--- config.mk ---
export PLATFORM = sky130hd
export DESIGN_NAME = alu8_core
export DESIGN_NICKNAME = d
export VERILOG_FILES = /design/src/rtl/alu8_pkg.sv /design/src/rtl/alu8_arith.sv /design/src/rtl/alu8_logic.sv /design/src/rtl/alu8_flags.sv /design/src/rtl/alu8_core.sv
export SDC_FILE = /design/constraint.sdc
export NUM_CORES = 1
export LEC_CHECK = 0
export ABC_AREA = 1
export ABC_CLOCK_PERIOD_IN_PS = 4000
export BUFFER_PORTS_ARGS = -buffer_cell sky130_fd_sc_hd__buf_2
export CAP_MARGIN = 40
export CORE_MARGIN = 2
export CORE_UTILIZATION = 42
export CTS_CLUSTER_SIZE = 10
export DETAILED_ROUTE_END_ITERATION = 16
export HOLD_SLACK_MARGIN = 0.06
export PLACE_DENSITY = 0.68
export SLEW_MARGIN = 20
export SYNTH_ARGS = -nofsm -noshare
export SYNTH_HDL_FRONTEND = slang
export SYNTH_SLANG_ARGS = --single-unit
--- constraint.sdc ---
create_clock -name clk -period 4 [get_ports clk]
set_input_delay 0.4 -clock clk [delete_from_list [all_inputs] [get_ports clk]]
set_output_delay 0.4 -clock clk [all_outputs]
set_load 0.03 [all_outputs]
--- src/rtl/alu8_pkg.sv ---
package alu8_pkg;
  localparam int DATA_W = 8;
  localparam int NIB_W  = DATA_W / 2;
  localparam int FLAG_W = 8;

  localparam int F_S  = 7;
  localparam int F_Z  = 6;
  localparam int F_AC = 4;
  localparam int F_P  = 2;
  localparam int F_CY = 0;
  localparam int F_ONE = 1;

  typedef enum logic [2:0] {
    OP_ADD = 3'b000,
    OP_ADC = 3'b001,
    OP_SUB = 3'b010,
    OP_SBB = 3'b011,
    OP_AND = 3'b100,
    OP_XOR = 3'b101,
    OP_OR  = 3'b110,
    OP_CMP = 3'b111
  } alu_op_e;

  typedef struct packed {
    logic s;
    logic z;
    logic ac;
    logic p;
    logic cy;
  } flag_set_t;
endpackage

--- src/rtl/alu8_arith.sv ---
module alu8_arith
  import alu8_pkg::*;
#(
  parameter int W  = DATA_W,
  parameter int NW = W / 2
) (
  input  logic [W-1:0] a_i,
  input  logic [W-1:0] b_i,
  input  logic         sub_i,
  input  logic         cin_i,
  output logic [W-1:0] res_o,
  output logic         cy_o,
  output logic         ac_o
);
  localparam int HW = W - NW;

  logic [W-1:0]  b_eff;
  logic          c0;
  logic [NW:0]   lo_sum;
  logic [HW:0]   hi_sum;

  always_comb begin
    b_eff  = sub_i ? ~b_i : b_i;
    c0     = sub_i ? ~cin_i : cin_i;
    lo_sum = {1'b0, a_i[NW-1:0]} + {1'b0, b_eff[NW-1:0]} + {{NW{1'b0}}, c0};
    hi_sum = {1'b0, a_i[W-1:NW]} + {1'b0, b_eff[W-1:NW]} + {{HW{1'b0}}, lo_sum[NW]};
    res_o  = {hi_sum[HW-1:0], lo_sum[NW-1:0]};
    ac_o   = lo_sum[NW];
    cy_o   = sub_i ? ~hi_sum[HW] : hi_sum[HW];
  end
endmodule

--- src/rtl/alu8_logic.sv ---
module alu8_logic
  import alu8_pkg::*;
#(
  parameter int W = DATA_W
) (
  input  logic [W-1:0] a_i,
  input  logic [W-1:0] b_i,
  input  logic [1:0]   sel_i,
  output logic [W-1:0] res_o,
  output logic         ac_o
);
  always_comb begin
    unique case (sel_i)
      2'b00:   res_o = a_i & b_i;
      2'b01:   res_o = a_i ^ b_i;
      default: res_o = a_i | b_i;
    endcase
    ac_o = (sel_i == 2'b00);
  end
endmodule

--- src/rtl/alu8_flags.sv ---
module alu8_flags
  import alu8_pkg::*;
#(
  parameter int W = DATA_W
) (
  input  logic [W-1:0] res_i,
  input  logic         ac_i,
  input  logic         cy_i,
  output flag_set_t    flags_o
);
  always_comb begin
    flags_o.s  = res_i[W-1];
    flags_o.z  = (res_i == '0);
    flags_o.ac = ac_i;
    flags_o.p  = ~^res_i;
    flags_o.cy = cy_i;
  end
endmodule

--- src/rtl/alu8_core.sv ---
module alu8_core
  import alu8_pkg::*;
#(
  parameter int W = DATA_W
) (
  input  logic         clk,
  input  logic         rst,
  input  logic         exec_i,
  input  logic [2:0]   op_i,
  input  logic [W-1:0] acc_i,
  input  logic [W-1:0] tmp_i,
  output logic [W-1:0] acc_o,
  output logic         wr_en_o,
  output logic [FLAG_W-1:0] flags_o
);
  alu_op_e     op;
  logic        is_logic, is_sub, use_cy, is_cmp;
  logic [W-1:0] ar_res, lg_res, res;
  logic        ar_cy, ar_ac, lg_ac, nxt_cy, nxt_ac;
  flag_set_t   nxt_flags, flag_q;

  assign op       = alu_op_e'(op_i);
  assign is_cmp   = (op == OP_CMP);
  assign is_logic = op_i[2] && !is_cmp;
  assign is_sub   = (op == OP_SUB) || (op == OP_SBB) || is_cmp;
  assign use_cy   = (op == OP_ADC) || (op == OP_SBB);

  alu8_arith #(.W(W)) u_arith (
    .a_i(acc_i), .b_i(tmp_i), .sub_i(is_sub), .cin_i(use_cy & flag_q.cy),
    .res_o(ar_res), .cy_o(ar_cy), .ac_o(ar_ac)
  );

  alu8_logic #(.W(W)) u_logic (
    .a_i(acc_i), .b_i(tmp_i), .sel_i(op_i[1:0]),
    .res_o(lg_res), .ac_o(lg_ac)
  );

  always_comb begin
    res    = is_logic ? lg_res : ar_res;
    nxt_cy = is_logic ? 1'b0   : ar_cy;
    nxt_ac = is_logic ? lg_ac  : ar_ac;
  end

  alu8_flags #(.W(W)) u_flags (
    .res_i(res), .ac_i(nxt_ac), .cy_i(nxt_cy), .flags_o(nxt_flags)
  );

  always_ff @(posedge clk) begin
    if (rst) begin
      flag_q  <= '0;
      acc_o   <= '0;
      wr_en_o <= 1'b0;
    end else begin
      wr_en_o <= exec_i && !is_cmp;
      if (exec_i) begin
        flag_q <= nxt_flags;
        if (!is_cmp) acc_o <= res;
      end
    end
  end

  always_comb begin
    flags_o        = '0;
    flags_o[F_S]   = flag_q.s;
    flags_o[F_Z]   = flag_q.z;
    flags_o[F_AC]  = flag_q.ac;
    flags_o[F_P]   = flag_q.p;
    flags_o[F_CY]  = flag_q.cy;
    flags_o[F_ONE] = 1'b1;
  end


  cmp_no_write_chk: assert property (@(posedge clk) disable iff (rst)
    (exec_i && op_i == 3'b111) |=> (!wr_en_o && $stable(acc_o)));

  idle_hold_chk: assert property (@(posedge clk) disable iff (rst)
    !exec_i |=> ($stable(flags_o) && $stable(acc_o) && !wr_en_o));

  zero_flag_chk: assert property (@(posedge clk) disable iff (rst)
    wr_en_o |-> (flags_o[F_Z] == (acc_o == '0)));

  parity_flag_chk: assert property (@(posedge clk) disable iff (rst)
    wr_en_o |-> (flags_o[F_P] == ~^acc_o));

  sign_flag_chk: assert property (@(posedge clk) disable iff (rst)
    wr_en_o |-> (flags_o[F_S] == acc_o[W-1]));

  logic_clears_cy_chk: assert property (@(posedge clk) disable iff (rst)
    (exec_i && op_i[2] && op_i != 3'b111) |=> !flags_o[F_CY]);
endmodule

After elaboration in Yosys (flattened, before gate mapping)
Index checks and enable logic that the tools add are counted.
{ "word_totals": {"ff_bits": 14, "latchBits": 0, "ram_bits": 0, "romBits": 0, "inputBits": 22, "output_inout_bits": 17, "mem_count": 0} }
{ "classes": {"n_addsub": 4, "mul": 0, "n_div": 0, "order_cmp": 0, "eq_ne": 5, "shift": 0, "n_mux": 7, "bitwise_logic": 8, "n_reduce_logical": 10} }
{ "ops": {"columns": ["operator", "count"], "rows": [
  ["two-way mux 8 bit", 2],
  ["one-hot mux 8 bit (2 select lines)", 1],
  ["adder 4 x 4 -> 5 bit", 2],
  ["adder 5 x 1 -> 5 bit", 2],
  ["AND 8 bit", 1],
  ["logical NOT 8 bit", 1],
  ["inverter 8 bit", 1],
  ["bitwise OR 8 bit", 1],
  ["XNOR reduction 8 bit", 1],
  ["bitwise XOR 8 bit", 1],
  ["== test 3 x 2 -> 1 bit, second input constant", 2],
  ["two-way mux 1 bit", 4],
  ["== test 3 x 1 -> 1 bit, second input constant", 1],
  ["== test 3 bit, second input constant", 1],
  ["logical OR 1 bit", 3],
  ["inverter 1 bit", 3],
  ["== test 2 x 1 -> 1 bit, second input constant", 1],
  ["logical AND 1 bit", 2],
  ["logical NOT 2 bit", 1],
  ["AND reduction 2 bit", 1],
  ["AND 1 bit", 1],
  ["logical NOT 1 bit", 1]
]} }

Depth between registers and ports, before layout
Gate-level depths: netlist (run 1).
{ "logic_depth": {"depth_word": 10, "depth_mapped": 24} }

Cells and area by module
A second synthesis (run 1) with hierarchy kept.
{ "hier_totals": {"hier_cells": 288, "hier_area_um2": 1824.2} }
{ "by_module_without_submodules": {"columns": ["mod", "n_inst", "cells_each", "area_per_inst_um2"], "rows": [
  ["alu8_core", 1, 117, 748.2],
  ["alu8_logic", 1, 76, 476.7],
  ["alu8_arith", 1, 58, 414.1],
  ["alu8_flags", 1, 37, 185.2]
]} }

Worst setup path before layout (run 1)
OpenSTA, ideal clock, no wires.
{ "synth_timing": {"kind": "input to register", "startpoint": "input op_i[1]", "endpoint": "register flag_q, in the netlist flags_o[2]", "setup_ns": 0.109, "t_arrival_ns": 3.696, "slack_ns": 0.195, "path_stages": 20, "n_path_buf": 1, "cell_sequence": "buf_4 -> nand2_1 -> nand2_2 -> xor2_1 -> fa_1 -> fa_1 -> a21oi_1 -> o21ai_0 -> inv_1 -> fa_1 -> inv_1 -> fa_1 -> nand2_1 -> and2_1 -> ha_1 -> xnor2_1 -> xnor2_1 -> nand2_1 -> nand2_1 -> inv_1"} }
{ "synth_between": {"elab_chain_len": 9, "elab_cells_between_ends": 22, "classes_between": "4 x add/sub; 5 x eq/ne; 4 x mux; 2 x bitwise; 7 x reduce/logical"} }
{ "synth_rtl": {"columns": ["item", "line", "text"], "rows": [
  ["from (decl)", "alu8_core.sv:9", "input logic [2:0] op_i,"],
  ["== test 3 x 2 -> 1 bit (tied with other cells)", "alu8_core.sv:25", "assign is_sub = (op == OP_SUB) || (op == OP_SBB) || is_cmp;"],
  ["logical OR 1 bit (on tied branches)", "alu8_core.sv:25, alu8_core.sv:26", null],
  ["logical OR 1 bit / AND 1 bit (equally long branches)", "alu8_core.sv:25, alu8_core.sv:29", null],
  ["two-way mux 8 bit / inverter 1 bit (equally long branches)", "alu8_arith.sv:23, alu8_arith.sv:24", null],
  ["adder 4 x 4 -> 5 bit / two-way mux 1 bit (equally long branches)", "alu8_arith.sv:25, alu8_arith.sv:24", null],
  ["adder 5 x 1 -> 5 bit", "alu8_arith.sv:25", "lo_sum = {1'b0, a_i[NW-1:0]} + {1'b0, b_eff[NW-1:0]} + {{NW{1'b0}}, c0};"],
  ["adder 5 x 1 -> 5 bit", "alu8_arith.sv:26", "hi_sum = {1'b0, a_i[W-1:NW]} + {1'b0, b_eff[W-1:NW]} + {{HW{1'b0}}, lo_sum[NW]};"],
  ["two-way mux 8 bit (*)", "alu8_core.sv:39", "res = is_logic ? lg_res : ar_res;"],
  ["XNOR reduction 8 bit (*)", "alu8_flags.sv:15", "flags_o.p = ~^res_i;"],
  ["to (signal assigned)", "alu8_core.sv:56", "flag_q <= nxt_flags;"],
  ["to (decl)", "alu8_core.sv:20", "flag_set_t nxt_flags, flag_q;"]
]} }
Every way passes the cells marked *; elsewhere a longest branch is shown, timed or not.
A chain may end at the register's enable or synchronous reset.

Worst setup path in the final report (run 1)
Same ends and word-level chain as after synthesis.

==> impl_metrics.toml, run 1 <==
[clock_tree]
hold_buffers = 0
h-tree-depth = 1
cts_tree = "built"
cts_made_buffers = 3
clk_path_buf_depth = 2
clk_latency_ns = 0.25
cts-root-buf = "clkbuf_8"
path_clk_slew_ns = 0.05
clock_sinks = 14

[finish]
diodes = 0
fill_cells = 389
regArea_um2 = 280.3
multiInputGateArea_mm2 = 0.001107
fin_area_mm2 = 0.001892
nNetsFinal = 333
area_delta_synth_final_pct = 17.57
drive_gt1_share_pct = 16.43

[worst_setup_path]
crit_family = "adder cells"
cpPeakStageDelay_ns = 0.45
cp_data_required_time_ns = 4.15
reg2reg_to = "flags_o[2]$_SDFFE_PP0P_"
end_kind = "register"
crit_type = "input port to register"
reg2reg_slack_ns = 0.27
cp_cell_sequence = "buf_2 > nand2_1 > nand2_2 > xor2_1 > fa_1 > fa_1 > a21oi_1 > o21ai_0 > inv_1 > fa_1 > inv_1 > fa_1 > xnor2_1 > nand2_1 > o21ai_1 > ha_1 > xor2_2 > xnor2_1 > nand2_1 > nand2_1 > inv_1"
critPathBufInv = 4
start_kind = "input port"
reg2regPathDepth = 20
worstReg2RegStart = "flags_o[0]$_SDFFE_PP0P_"
arrival_ns = 3.91
crit_cells = 21
crit_path_top_delay_cell = "fa_1"
path_max_fanout = 8

[power]
p_seq_share_pct = 26.1
p_int_uw = 375.3
comb_power_share_pct = 52.3
total_power_uw = 629.8
power_frac_clock_pct = 21.6
swShare_pct = 40.41
switching_power_uw = 254.5
vdd_drop_max_v = 0.00008450
power_density_mw_per_mm2 = 332.9
power.leakage_nw = 1.122

[sta]
finalHoldViolCount = 0
fin_skew_ns = 0.002487
period_minus_slack_ns = 3.754
fin_crit_sh_pct = 93.84
setup_viol = 0
max_freq_ghz = 0.2664
worst_slack_ns = 0.2463
setup_tns_ns = 0
slew_viol_final = 0
tightest_slew_ns = 0.6388
relSlewSlack_pct = 57.26

[synthesis]
synth_enable_flop_cells = 0
synth_cell_type_count = 22
ys_top_cells_by_area = "ha_1 (20%), dfxtp_1 (17%), inv_1 (11%)"
synth-main-ff-cell = "dfxtp_1"
netlist_instances = 244
ys_async_sr_fraction_pct = 0
ys_ff_latch = 14
synth.top_cell.area_share_pct = 20.22
yosys_warnings = 0
synth_area_per_cell_um2 = 6.594
synth.cell_area_mm2 = 0.001609
yosysTopAreaCell = "ha_1"
ys_seq_area_share_pct = 17.42

[detailed_routing]
viasPerCell = 4.576
drt_iter0_markers = 69
ant_nets = 0
drc = 0
vias = 1501
dr.pass1.iters = 4
wl_per_cell_um = 10.73
wirelength_um = 3519

[placed_design]
gp_congestion = 0.8502
dp_slack_ns = 0.04119
io_buffers = 35
placed_area_mm2 = 0.001829
dpl.hpwl_um = 2884

[outcome]
status = "finished, final reports clean"

[hold_path]
min_from = "rst"
hold_depth = 2
worstHoldPathType = "input port to register"
whs_endpoint = "flags_o[0]$_SDFFE_PP0P_"

[die]
floorplan.rows = 22
io_pins = 39
die_x_um = 65.90
die_y_um = 65.90
die_area_mm2 = 0.004342
core-area_mm2 = 0.003661
start_util_pct = 43.95

[job]
cap_violations = 0

[grt]
grt_pass1_vias = 1326
antenna_found_initial = 0
overflow = 0
track_usage_pct = 17.42
grt_pass1_wl_um = 5878
grt_max_degree = 17
-- layout by cell type, fill, tap and decap left out, drive strengths merged --
master / netlist / layout
a21oi: 17 / 17
a22oi: 1 / 1
and2: 4 / 4
buf: 7 / 39
clkbuf: 1 / 4
conb: 2 / 3
dfxtp: 14 / 14
fa: 4 / 4
ha: 26 / 26
inv: 49 / 49
nand2: 48 / 48
nand3: 21 / 21
nand4: 2 / 2
nor2: 21 / 21
o21ai: 12 / 12
or2: 2 / 2
xnor2: 4 / 4
xor2: 9 / 9
-- cell type report --
type / instances / share of cell area [%]
clock buffer: 4 / 2.910
inverter: 49 / 9.722
multi-input combinational: 174 / 58.53
sequential: 14 / 14.81
tap: 48 / 3.175
timing repair buffer: 39 / 10.85
-- power by group through the flow --
stage,sequential (mW),clock [mW],combinational (mW)
finish,0.164,0.136,0.329
global route,0.166,0.146,0.377
CTS,0.165,0.142,0.321
detailed placement,0.167,0,0.319
global placement,0.167,0,0.316
floorplan,0.201,0,0.210
-- worst max-delay path by stage --
stage                                  from                      end  slack (ns)
floorplan                           op_i[1]  flags_o[2]$_SDFFE_PP0P_        0.19
global route                        op_i[1]  flags_o[2]$_SDFFE_PP0P_      -0.006
finish                              op_i[1]  flags_o[2]$_SDFFE_PP0P_        0.25
CTS                 flags_o[0]$_SDFFE_PP0P_  flags_o[2]$_SDFFE_PP0P_        0.30
detailed placement                  op_i[1]  flags_o[2]$_SDFFE_PP0P_        0.04
global placement                    op_i[1]  flags_o[2]$_SDFFE_PP0P_        0.13
-- logic make-up (layout without fill, tap and decap cells) --
| family | Yosys count | count (layout) | share of synthesized area (%) |
|---|---|---|---|
| AND/OR/NAND/NOR | 98 | 98 | 25.89 |
| buffers and inverters | 57 | 92 | 14.46 |
| adder cells (fa/ha/maj) | 30 | 30 | 25.19 |
| other | 2 | 3 | 0.4667 |
| AO/OA/AOI/OAI | 30 | 30 | 9.486 |
| flip-flops | 14 | 14 | 17.42 |
| XOR/XNOR | 13 | 13 | 7.076 |
-- sequential cells by signal (all words and copies together), names as in the netlist --
name,count
flags_o,5
wr_en_o,1
acc_o,8
-- cells in the mapped netlist (2+ instances only) --
cell / n
nand4_1: 2
and2_1: 4
a21oi_1: 17
xnor2_1: 4
nor2_1: 21
dfxtp_1: 14
fa_1: 4
nand2_1: 47
buf_2: 3
conb_1: 2
o21ai_1: 3
ha_1: 26
nand3_1: 21
buf_4: 4
inv_1: 49
o21ai_0: 9
xor2_1: 9
-- through the flow --
step | instances | util, % | hold WS (ns)
2_1_floorplan | 245 | - | 0.5840
3_3_place_gp | 324 | 49.97 | 0.5018
3_5_place_dp | 324 | 49.97 | 0.5098
4_1_cts | 328 | 51.47 | 0.4489
5_1_grt | 328 | 51.67 | 0.4703
6_report | 328 | 51.67 | 0.4555
-- metal layers --
metal	vias to the layer above	global-route usage, %	share of wire (%)
met4	0	8.333	1.5
met1	643	23.50	49
li1	819	-	-
met3	5	0.6814	4.8
met2	34	28.41	45
met5	-	0	0
-- what timing repair did --
action                     CTS  global route
setup endpoints to repair    0             1
setup buffers                0             0
resized for setup            0             1
(Power assumes the default switching activity.)
==> inputs of run 2 (changes only) <==
==> constraint.sdc (replaced) <==
create_clock -name clk -period 4 [get_ports clk]
set_input_delay 0.8 -clock clk [delete_from_list [all_inputs] [get_ports clk]]
set_output_delay 0.8 -clock clk [all_outputs]
set_load 0.03 [all_outputs]
==> impl_metrics.toml, run 2 (synthesis gave the netlist of run 1 again) <==
[finish]
layout_common_cells = "inv_1 (46), nand2_1 (42), buf_2 (32)"
nNetsFinal = 349
fill_cells = 355
largest-register = "acc_o"
drive_gt1_share_pct = 28.04
area_delta_synth_final_pct = 32.81
fin_area_mm2 = 0.002137
diodes = 0
largest_register_ffs = 8
layout_commonest_cell = "inv_1"

[die]
start_util_pct = 43.95
die_x_um = 65.90
floorplan.rows = 22
core-area_mm2 = 0.003661
die_y_um = 65.90
die_area_mm2 = 0.004342
io_pins = 39

[detailed_routing]
vias = 1619
drc = 0
ant_nets = 0
wl_per_cell_um = 11.24
wirelength_um = 3866
dr.pass1.iters = 4
viasPerCell = 4.706
drt_iter0_markers = 64

[placed_design]
dpl.hpwl_um = 3000
io_buffers = 35
gp_congestion = 0.8347
placed_area_mm2 = 0.001952

[clock_tree]
clock_sinks = 14
clk_path_buf_depth = 2
clk_latency_ns = 0.24
cts-root-buf = "clkbuf_8"
h-tree-depth = 1
path_clk_slew_ns = 0.06
hold_buffers = 0
cts_tree = "built"
cts_made_buffers = 3

[worst_setup_path]
critPathBufInv = 4
worstReg2RegStart = "flags_o[0]$_SDFFE_PP0P_"
crit_type = "input port to register"
crit_path_top_delay_cell = "fa_2"
cpPeakStageDelay_ns = 0.42
crit_family = "adder cells"
arrival_ns = 4.06
end_kind = "register"
cp_cell_sequence = "buf_6 > nand2_4 > nand2_4 > xor2_2 > fa_2 > fa_2 > a21oi_2 > o21ai_2 > inv_2 > fa_2 > inv_2 > fa_2 > xnor2_2 > nand2_2 > o21ai_4 > ha_4 > xor2_2 > xnor2_1 > nand2_1 > nand2_1 > inv_1"
setup.worst_path.start = "op_i[1]"
start_kind = "input port"
cp_data_required_time_ns = 4.14
cp_common_cell = "fa_2"
path_max_fanout = 4

[grt]
grt_max_degree = 17
met1_usage_pct = 23.47
grt.busiest_layer = "met2"
grt_util_met2_pct = 30.43
use_met3_pct = 1.704
overflow = 0
grt_pass1_vias = 1400
antenna_found_initial = 0
grt_pass1_wl_um = 6092
track_usage_pct = 18.06

[power]
swShare_pct = 39.62
switching_power_uw = 279.9
power_frac_clock_pct = 19.1
comb_power_share_pct = 57.6
power_density_mw_per_mm2 = 330.6
vdd_drop_max_v = 0.0001352
p_int_uw = 426.5
power.leakage_nw = 1.230
p_seq_share_pct = 23.3

[sta]
fin_skew_ns = 0.0006537
relSlewSlack_pct = 53.49
fin_crit_sh_pct = 97.81
setup_tns_ns = 0
finalHoldViolCount = 0
setup_viol = 0
max_freq_ghz = 0.2556
period_minus_slack_ns = 3.912
slew_viol_final = 0
tightest_slew_ns = 0.6951

[outcome]
status = "finished, final reports clean"

[job]
cap_violations = 0

[hold_path]
min_from = "flags_o[0]$_SDFFE_PP0P_"
worstHoldPathType = "register to register"
## run 2: power groups by stage
stage	Sequential, mW	Clock (mW)	Combinational (mW)
after CTS	0.164	0.136	0.346
after global placement	0.167	0	0.340
after floorplan	0.201	0	0.212
after global routing	0.166	0.147	0.454
after detailed placement	0.167	0	0.344
final	0.164	0.135	0.407
## run 2: area by class of cell
| cell class | count | area, µm² | share of cell area [%] |
|---|---|---|---|
| clock buffer | 4 | 55.05 | 2.576 |
| inverter | 49 | 183.9 | 8.607 |
| multi-input combinational | 174 | 1214 | 56.79 |
| sequential | 14 | 280.3 | 13.11 |
| tap | 48 | 60.06 | 2.810 |
| timing repair buffer | 55 | 344.1 | 16.10 |
## run 2: timing repair
action	4_1_cts	5_1_grt
gates resized for setup	0	28
buffers inserted	0	2
endpoints found under the setup margin	0	1
## run 2: final timing paths
path	slack, ns	to	depth (start not counted)
worst min-delay path	0.51	flags_o[0]$_SDFFE_PP0P_	2
worst max-delay path	0.09	flags_o[2]$_SDFFE_PP0P_	21
worst max register to register	0.45	flags_o[2]$_SDFFE_PP0P_	20
worst min register to register	0.51	flags_o[0]$_SDFFE_PP0P_	2
## run 2: per-stage QoR
step	std cells	setup WS, ns	util [%]	hold WS (ns)	power, mW
floorplan	245	-0.01190	-	0.6003	0.4127
global placement	338	-0.1071	53.32	0.5072	0.5067
detailed placement	338	-0.1939	53.32	0.5050	0.5116
CTS	342	0.04401	54.82	0.5170	0.6467
global route	344	-0.06180	58.37	0.5274	0.7661
finish	344	0.08773	58.37	0.5061	0.7064
## run 2: worst min-delay path, cell delays in order (launching register included)
cell,delay [ns]
dfxtp_1,0.33
nand2_1,0.07
a21oi_1,0.06
## run 2: metal layers
metal,up-vias,wire length [µm]
met5,-,0
met4,0,47
met3,5,201
met2,47,1934
met1,717,1682
li1,850,-
==> inputs of run 3 (changes only) <==
- ABC_AREA: 1 -> default
==> impl_metrics.toml, run 3 <==
[die]
io_pins = 39
core-area_mm2 = 0.003689
floorplan.rows = 22
die_y_um = 66.31
start_util_pct = 44.20
die_x_um = 66.31
die_area_mm2 = 0.004396

[sta]
slew_viol_final = 0
worst_slack_ns = 0.1218
fin_crit_sh_pct = 96.95
finalHoldViolCount = 0
setup_viol = 0
tightest_slew_ns = 0.5179
rsz0062_at_grt = "yes"
period_minus_slack_ns = 3.878
max_freq_ghz = 0.2579
relSlewSlack_pct = 65.45
hold_slack_ns = 0.4843
fin_skew_ns = 0.003820

[finish]
final_cells = 276
regArea_um2 = 280.3
diodes = 0
largest-register = "acc_o"
area_delta_synth_final_pct = 22.26
layout_commonest_cell = "buf_2"
layout_common_cells = "buf_2 (34), ha_1 (26), inv_1 (21)"
largest_register_ffs = 8
fill_cells = 370
multiInputGateArea_mm2 = 0.001205
nNetsFinal = 281
drive_gt1_share_pct = 32.46

[synthesis]
synth_commonest_cells = "ha_1 (26), inv_1 (21), dfxtp_1 (14), xnor2_1 (13), a21oi_1 (11)"
yosys_warnings = 0
synth_enable_flop_cells = 0
ys_ff_latch = 14
netlist_instances = 183
ys_top_cells_by_area = "ha_1 (20%), dfxtp_1 (17%), xnor2_1 (7.0%)"
synth-main-ff-cell = "dfxtp_1"
ys_seq_area_share_pct = 17.19
synth_area_per_cell_um2 = 8.909
synth_cell_type_count = 46
synth.top_cell.area_share_pct = 19.95
ys_async_sr_fraction_pct = 0
synth.cell_area_mm2 = 0.001630
yosysTopAreaCell = "ha_1"
yosysMostFrequentCell = "ha_1"

[grt]
grt_pass1_wl_um = 5844
grt_max_degree = 11
grt_util_met2_pct = 29.63
use_met3_pct = 2.555
grt.busiest_layer = "met2"
met1_usage_pct = 22.69
grt_pass1_vias = 1318
overflow = 0
antenna_found_initial = 0
track_usage_pct = 17.15

[worst_setup_path]
crit_type = "input port to register"
start_kind = "input port"
reg2reg_slack_ns = 0.42
cp_data_required_time_ns = 4.14
end_kind = "register"
reg2reg_to = "flags_o[2]$_SDFFE_PP0P_"
worstReg2RegStart = "flags_o[0]$_SDFFE_PP0P_"
arrival_ns = 4.01
path_max_fanout = 6
reg2regPathDepth = 16

[detailed_routing]
ant_nets = 0
wirelength_um = 3426
dr.pass1.iters = 4
viasPerCell = 4.906
vias = 1354
wl_per_cell_um = 12.41
drc = 0
drt_iter0_markers = 25

[clock_tree]
clk_path_buf_depth = 2
cts_made_buffers = 3
clk_latency_ns = 0.24
path_clk_slew_ns = 0.06
h-tree-depth = 1
cts-root-buf = "clkbuf_8"
clock_sinks = 14
cts_tree = "built"

[outcome]
status = "finished, final reports clean"

[placed_design]
gp_congestion = 0.8032
dpl.cell_count = 272
dpl.hpwl_um = 2864
io_buffers = 35
dp_slack_ns = -0.2156

[power]
power.leakage_nw = 1.019
power_density_mw_per_mm2 = 317.8
vdd_drop_max_v = 0.0002163

[hold_path]
min_from = "flags_o[4]$_SDFFE_PP0P_"
hold_depth = 1
worstHoldPathType = "register to register"
whs_endpoint = "flags_o[4]$_SDFFE_PP0P_"

[job]
cap_violations = 0
-- run 3: changes by cell type in the layout (fill, tap and decap cells not counted), moves of 4 or more --
cell     previous run  this run
o21ai_1             3         7
inv_1              46        21
xor2_1              7         1
a21oi_1            16        10
o21ai_0             7         2
nand2_1            42         9
mux2i_1             0         6
xnor2_1             2        13
nand3_1            21         2
nor2_1             21        10
o22ai_1             0         4
buf_4              20        15
-- run 3: critical path: stages --
cell      delay, ns
buf_2          0.12
nand2b_1       0.18
nand2_4        0.06
xnor2_1        0.14
fa_2           0.38
fa_2           0.35
a21o_1         0.17
a21oi_2        0.17
fa_2           0.23
inv_1          0.05
fa_2           0.36
xor2_2         0.16
o21ai_1        0.15
ha_1           0.26
xnor2_1        0.14
xnor2_1        0.12
mux2i_1        0.13
nor2_1         0.05
-- run 3: final cells by class --
type	count	area share, %
Sequential cell	14	14.06
Multi-Input combinational cell	137	60.45
Inverter	22	4.143
Clock buffer	4	2.762
Tap cell	48	3.013
Timing Repair Buffer	51	15.57
-- run 3: worst max path at each step --
stage | from | endpoint | slack [ns] | cells after the start
4_1_cts | op_i[0] | flags_o[2]$_SDFFE_PP0P_ | 0.04 | 18
2_1_floorplan | op_i[1] | flags_o[2]$_SDFFE_PP0P_ | -0.1 | 20
3_3_place_gp | op_i[2] | flags_o[2]$_SDFFE_PP0P_ | -0.08 | 19
5_1_grt | op_i[0] | flags_o[2]$_SDFFE_PP0P_ | -0.09 | 18
6_report | op_i[0] | flags_o[2]$_SDFFE_PP0P_ | 0.12 | 18
3_5_place_dp | op_i[1] | flags_o[2]$_SDFFE_PP0P_ | -0.22 | 17
-- run 3: per-stage QoR --
step | TNS (ns) | power (mW) | utilization (%) | area, µm²
after global placement | -0.08305 | 0.4951 | 52.27 | 1928
after detailed placement | -0.2156 | 0.4981 | 52.27 | 1928
after global routing | -0.08960 | 0.6913 | 54.04 | 1993
after CTS | 0 | 0.6394 | 53.77 | 1983
after floorplan | -0.09719 | 0.4132 | - | 1658
final | 0 | 0.6335 | 54.04 | 1993
-- run 3: timing repair --
item                                    4_1_cts  5_1_grt
endpoints found under the setup margin        0        1
hold buffers                                  0        0
resized for setup                             0        3
setup buffers                                 0        0
-- run 3: routing by layer --
| metal | share of wire (%) | vias to the layer above |
|---|---|---|
| met4 | 0 | 0 |
| met1 | 50 | 606 |
| met5 | 0 | - |
| met2 | 46 | 32 |
| met3 | 4.2 | 0 |
| li1 | - | 716 |
-- run 3: cell families (layout without fill, tap and decap cells) --
family	after synthesis	count (layout)	synth area share [%]
compound gates	45	45	20.95
simple gates	35	35	11.82
buf+inv	33	77	10.44
fa+ha+maj	30	30	24.87
xor+xnor	15	15	8.059
flops	14	14	17.19
mux	9	9	6.217
other cells	2	3	0.4606
-- run 3: power by group --
| part | internal (mW) | switching (mW) |
|---|---|---|
| registers | 0.155 | 0.00831 |
| clock network | 0.0871 | 0.0490 |
| logic | 0.154 | 0.179 |
